[config.mk]
export PLATFORM = sky130hd
export DESIGN_NAME = an_adv_ctrl
export DESIGN_NICKNAME = d
export VERILOG_FILES = /design/src/rtl/an_adv_pkg.sv /design/src/rtl/an_strap_latch.sv /design/src/rtl/an_ability_field.sv /design/src/rtl/an_rsvd_bits.sv /design/src/rtl/an_adv_ctrl.sv
export SDC_FILE = /design/constraint.sdc
export NUM_CORES = 1
export LEC_CHECK = 0
export ABC_CLOCK_PERIOD_IN_PS = 3130
export BUFFER_PORTS_ARGS = -buffer_cell sky130_fd_sc_hd__buf_2
export CORE_MARGIN = 3
export CORE_UTILIZATION = 42
export CTS_BUF_LIST = sky130_fd_sc_hd__clkbuf_8 sky130_fd_sc_hd__clkbuf_16
export DETAILED_ROUTE_END_ITERATION = 10
export PLACE_DENSITY = 0.83
export SYNTH_ARGS = -nofsm -noshare
export SYNTH_HDL_FRONTEND = slang
export SYNTH_SLANG_ARGS = --single-unit
export TNS_END_PERCENT = 100
[constraint.sdc]
create_clock -name clk -period 3.13 [get_ports clk]
set_input_delay 0.4695 -clock clk [delete_from_list [all_inputs] [get_ports clk]]
set_output_delay 0.4695 -clock clk [all_outputs]
set_load 0.005 [all_outputs]
[src/rtl/an_adv_pkg.sv]
package an_adv_pkg;

    localparam int DATA_W  = 16;
    localparam int ABIL_W  = 4;
    localparam int RSVD_W  = 3;
    localparam int SEL_W   = 5;
    localparam logic [SEL_W-1:0] SELECTOR_CODE = 5'b00001;

    // strap pins as latched at reset
    typedef struct packed {
        logic sw;   // 1: software mode
        logic an;   // negotiation enabled
        logic spd;  // 1: 100 Mb/s
        logic dpx;  // 1: full duplex
    } strap_t;

    // layout of the advertisement word
    typedef struct packed {
        logic [2:0]        top;   // 15:13 read zero
        logic [RSVD_W-1:0] rsvd;  // 12:10 override-protected
        logic              t4;    // 9 never supported
        logic [ABIL_W-1:0] abil;  // 8:5 abilities
        logic [SEL_W-1:0]  sel;   // 4:0 selector
    } adv_word_t;

    // one-hot ability chosen by speed and duplex straps
    function automatic logic [ABIL_W-1:0] pick_ability(input logic spd, input logic dpx);
        logic [ABIL_W-1:0] v;
        v = '0;
        v[{spd, dpx}] = 1'b1;
        return v;
    endfunction

endpackage

[src/rtl/an_strap_latch.sv]
module an_strap_latch
    import an_adv_pkg::*;
(
    input  logic   clk,
    input  logic   rst,
    input  strap_t pins,
    output strap_t strap_q,
    output logic   run_q
);
    // pins follow while reset is held; frozen after release
    always_ff @(posedge clk) begin
        if (rst) begin
            strap_q <= pins;
            run_q   <= 1'b0;
        end else begin
            run_q   <= 1'b1;
        end
    end
endmodule

[src/rtl/an_ability_field.sv]
module an_ability_field
    import an_adv_pkg::*;
#(
    parameter int W = ABIL_W
) (
    input  logic         clk,
    input  logic         rst,
    input  logic         run,
    input  strap_t       strap,
    input  logic         wr_en,
    input  logic [W-1:0] wdata,
    output logic [W-1:0] abil
);
    logic [W-1:0] soft_q;

    always_ff @(posedge clk) begin
        if (rst)
            soft_q <= '1;
        else if (wr_en && strap.sw)
            soft_q <= wdata;
    end

    always_comb begin
        if (!run)
            abil = '0;
        else if (strap.sw)
            abil = soft_q;
        else if (strap.an)
            abil = W'(pick_ability(strap.spd, strap.dpx));
        else
            abil = '0;
    end
endmodule

[src/rtl/an_rsvd_bits.sv]
module an_rsvd_bits #(
    parameter int W = 3
) (
    input  logic         clk,
    input  logic         rst,
    input  logic         wr_en,
    input  logic         ovr_en,
    input  logic [W-1:0] wdata,
    output logic [W-1:0] q
);
    always_ff @(posedge clk) begin
        if (rst)
            q <= '0;
        else if (wr_en && ovr_en)
            q <= wdata;
    end
endmodule

[src/rtl/an_adv_ctrl.sv]
module an_adv_ctrl
    import an_adv_pkg::*;
#(
    parameter int                ADDR_W    = 5,
    parameter logic [ADDR_W-1:0] REG_INDEX = ADDR_W'(4)
) (
    input  logic              clk,
    input  logic              rst,
    input  logic [ADDR_W-1:0] reg_addr,
    input  logic [DATA_W-1:0] reg_wdata,
    input  logic              reg_wr,
    output logic [DATA_W-1:0] reg_rdata,
    input  logic              sw_mode,
    input  logic              an_strap,
    input  logic              speed_strap,
    input  logic              duplex_strap,
    input  logic              ovr_en,
    output logic [ABIL_W-1:0] adv_abil,
    output logic              neg_en
);
    strap_t            pins, strap_q;
    logic              run_q;
    logic              hit, wr_en;
    adv_word_t         wr_word, rd_word;
    logic [RSVD_W-1:0] rsvd_q;
    logic              unused_wbits;

    assign pins    = '{sw: sw_mode, an: an_strap, spd: speed_strap, dpx: duplex_strap};
    assign hit     = (reg_addr == REG_INDEX);
    assign wr_en   = reg_wr && hit;
    assign wr_word = reg_wdata;
    assign unused_wbits = ^{wr_word.top, wr_word.t4, wr_word.sel};

    an_strap_latch u_strap (
        .clk(clk), .rst(rst), .pins(pins), .strap_q(strap_q), .run_q(run_q)
    );

    an_ability_field #(.W(ABIL_W)) u_abil (
        .clk(clk), .rst(rst), .run(run_q), .strap(strap_q),
        .wr_en(wr_en), .wdata(wr_word.abil), .abil(adv_abil)
    );

    an_rsvd_bits #(.W(RSVD_W)) u_rsvd (
        .clk(clk), .rst(rst), .wr_en(wr_en), .ovr_en(ovr_en),
        .wdata(wr_word.rsvd), .q(rsvd_q)
    );

    assign neg_en = run_q && strap_q.an;

    always_comb begin
        rd_word      = '0;
        rd_word.sel  = SELECTOR_CODE;
        rd_word.t4   = 1'b0;
        rd_word.rsvd = rsvd_q;
        rd_word.abil = adv_abil;
    end

    assign reg_rdata = hit ? DATA_W'(rd_word) : '0;
endmodule

# Word level (Yosys, flattened, before mapping)
# Cells that the tools add are included.
[word_totals]
register_bits = 12
latch_bits = 0
mem_bits_rw = 0
mem_bits_ro = 0
input_bits = 29
out_inout_bits = 21
word_cells = 22
n_memories = 0
[op_classes]
addsub = 0
mul = 0
n_div = 0
magnitude_cmp = 2
eq_ne = 1
shift = 0
muxes = 7
bitwise_logic = 0
reduce_logical = 5
[ops]
columns = ["operator", "count"]
rows = [
  ["13-bit two-way mux", 1],
  ["4-bit two-way mux", 3],
  ["5-bit by 3-bit == test with 1-bit output (second input constant)", 1],
  ["1-bit logical AND", 5],
  ["2-bit by 3-bit less-than comparator with 1-bit output (second input constant)", 1],
  ["1-bit demux with 2-bit select", 1],
  ["2-bit by 1-bit greater-or-equal comparator with 1-bit output (second input constant)", 1],
  ["1-bit two-way mux", 2],
]

# Depth between registers and ports, before layout
[logic_depth]
ltp_word = 8
depth_mapped = 4
mapped_depth_nobuf = 3

# Cells and area by module
# From an unflattened synthesis, not the netlist that was laid out.
[unflattened]
hier_cells = 66
hier_area_um2 = 665.6
[modules_own_cells]
columns = ["mod", "instances", "cells_per_inst", "area_each_um2", "seq_area_each_um2"]
rows = [
  ["an_ability_field", 1, 26, 235.2, 80.1],
  ["an_adv_ctrl", 1, 22, 166.4, 0.0],
  ["an_strap_latch", 1, 6, 143.9, 140.1],
  ["an_rsvd_bits", 1, 12, 120.1, 60.1],
]

# Least setup slack after synthesis
# No wires, ideal clock.
[synth_timing]
kind = "input to output"
startpoint = "in reg_addr[3]"
endpoint = "out reg_rdata[5]"
arrival_ns = 1.331
t_required_ns = 2.660
path_slack_ns = 1.330
stages = 3
path_buffers = 0
cell_sequence = "or3b_4 > nor3_2 > and3b_1"
[synth_via]
elab_chain_cells = 2
[synth_lines]
columns = ["element", "line_no", "rtl"]
rows = [
  ["start, declared", "an_adv_ctrl.sv:9", "input logic [ADDR_W-1:0] reg_addr,"],
  ["5-bit by 3-bit == test with 1-bit output", "an_adv_ctrl.sv:29", "assign hit = (reg_addr == REG_INDEX);"],
  ["via hit", "an_adv_ctrl.sv:23", "logic hit, wr_en;"],
  ["13-bit two-way mux", "an_adv_ctrl.sv:58", "assign reg_rdata = hit ? DATA_W'(rd_word) : '0;"],
  ["end, declared", "an_adv_ctrl.sv:12", "output logic [DATA_W-1:0] reg_rdata,"],
]
# The timed path passes the listed nets, and every way through them passes these cells.

# Worst setup path after layout
[layout_timing]
startpoint = "in reg_addr[3]"
endpoint = "out reg_rdata[5]"
[layout_via]
elab_chain_cells = 2
[layout_lines]
columns = ["element", "line_no"]
rows = [
  ["5-bit by 3-bit == test with 1-bit output", "an_adv_ctrl.sv:29"],
  ["13-bit two-way mux", "an_adv_ctrl.sv:58"],
]
# No other way between the ends.

==> reports/results.ini <==
[status]
status=complete, no violations

[sta]
grt_setup_unrepaired=false
hold_viol=0
maxSlewViolCount=0
hold_ws_ps=406
finalClockSkew_ps=3.93
fin_crit_ps=2100
period_share=0.671
clock.fmax_mhz=476
setup_violations=0
final.setup.tns_ps=0

[final_layout]
areaGrowthSynthToFinish_pct=26.0
multi_input_area_um2=358
nFillCells=128
drive_gt1_frac=0.379
seq_area_um2=280
fin_nets=133
diodes=0
stdcell_count=118
final_core_util=0.612

[drt]
drc=0
post_drt_wl_per_cell_um=10.6
drt_wl_total_um=1250
via_per_inst=4.72
dr.first_iter.drc_count=7
ant_nets=0
drt_first_pass_iters=4
num_vias=557

[place]
port_buffers=32
globalplace.congestion=0.722
post-place-cells=114
place_hpwl_um=1040

[critical_path]
criticalPathCategory=in -> out
path_max_fanout=8
cp_data_arrival_time_ps=1630
worstPathRequired_ps=2660
cp-end-kind=primary output
worstSetupStartpointType=input port

[hold_path]
hp-class=in -> reg

[logic_synthesis]
ys_types=17
syn_area_um2=687
yosys_warnings=0
ys_ff_latch=12
synth_common_cells=buf_4 (9), nor2_1 (9), dfxtp_1 (8), nand2_1 (8), mux2i_1 (7)
yosysTopAreaCellShare=0.233
synthArstFlopShare=0
synth_edf_count=4
synth_ff_type=dfxtp_1
synth.avg_cell_area_um2=9.81
netlist_instances=70
ys_seq_area_frac=0.408
synth_top_area_cell=dfxtp_1
synth_area_leaders=dfxtp_1 (23%), edfxtp_1 (17%), mux2i_1 (10%)

[clock_tree]
htree_num_levels=1
ctsHoldBuffers=0
clock_latency_ps=240
numCtsBuffers=3
cts_resized=0
cts_buffer_depth=2
clock-sinks=12
clk_pin_slew_ps=50
cts_tree=yes
ctsRootBufferMaster=clkbuf_8
cts_setup_buffers=0

[pwr]
p_per_area_nw_per_um2=408
peakVddDrop_v=0.000251
power_leakage_nw=0.418

[floorplanning]
die_x_um=46.4
num_rows=13
initial_utilization=0.485
die-area_um2=2160
die_h_um=46.4
ioPinCount=50
core_area_um2=1420

[grt]
grt_start_max_net_pins=14
antenna_found_initial=0
grt_pass1_vias=467
grt_pass1_wl_um=1930
grt_overflow=0
track_usage=0.129

[job]
max_cap_violations=0

==> stage by stage <==
stage | power (mW) | worst slack (ps) | cell area, µm²
global route | 0.375 | 910 | 866
detailed placement | 0.219 | 1010 | 821
global placement | 0.218 | 1040 | 821
CTS | 0.358 | 1010 | 866
finish | 0.353 | 1030 | 866
floorplan | 0.204 | 1330 | 713
==> critical path, stage by stage <==
cell,delay (ps)
buf_2,90
or3b_4,430
nor3_2,320
and3b_1,220
buf_2,110
==> worst paths after layout <==
| check | slack [ps] | cells after the start | end | startpoint |
|---|---|---|---|---|
| hold / removal | 410 | 1 | u_strap.strap_q[0]$_DFFE_PP_ | duplex_strap |
| setup / recovery | 1030 | 5 | reg_rdata[5] | reg_addr[3] |
| setup reg to reg | 1940 | 3 | u_abil.soft_q[3]$_SDFFE_PP1P_ | u_strap.strap_q[3]$_DFFE_PP_ |
| hold reg to reg | 460 | 2 | u_rsvd.q[0]$_SDFFE_PP0P_ | u_rsvd.q[0]$_SDFFE_PP0P_ |
==> final cells by class <==
class / instances / share of cell area
clock buffers: 3 / 0.0477
flip-flops and latches: 12 / 0.324
inverters: 1 / 0.00434
multi-input cells: 54 / 0.413
well taps: 15 / 0.0217
repair buffers: 32 / 0.185
clock inverters: 1 / 0.00434
==> power breakdown <==
| part | internal [mW] | total (mW) | switching [mW] |
|---|---|---|---|
| registers | 0.167 | 0.172 | 0.00505 |
| clock network | 0.0859 | 0.137 | 0.0512 |
| logic | 0.0215 | 0.0436 | 0.0222 |
==> cell families (layout without fill, tap and decap cells) <==
logic type	after synthesis	in the layout	share of synthesized area
flops	12	12	0.408
other cells	1	8	0.00546
buf+inv	11	37	0.109
simple gates	35	35	0.328
mux	7	7	0.102
compound gates	4	4	0.0474
==> metal layers <==
| metal | track usage | vias up | part of all wire |
|---|---|---|---|
| li1 | - | 287 | - |
| met1 | 0.164 | 241 | 0.39 |
| met2 | 0.190 | 27 | 0.51 |
| met3 | 0.0234 | 2 | 0.091 |
| met4 | 0.102 | 0 | 0.0064 |
| met5 | 0 | - | 0 |
==> state kept, by name, indices dropped and copies added (netlist names) <==
name and flops:
u_abil.soft_q 4, u_strap.strap_q 4, u_rsvd.q 3, u_strap.run_q 1
==> cell usage in the layout, fill, tap and decap left out, drive strengths merged <==
cell    Yosys  routed
mux2i       7       7
nor2        9       9
a22oi       2       2
inv         1       2
clkbuf      1       3
dfxtp       8       8
nor2b       6       6
nand2       8       8
nor4        2       2
a32oi       2       2
conb        1       8
and3b       4       4
nor3        1       1
or3b        1       1
buf         9      32
and2        4       4
edfxtp      4       4
Power figures use the tool's default switching activity.
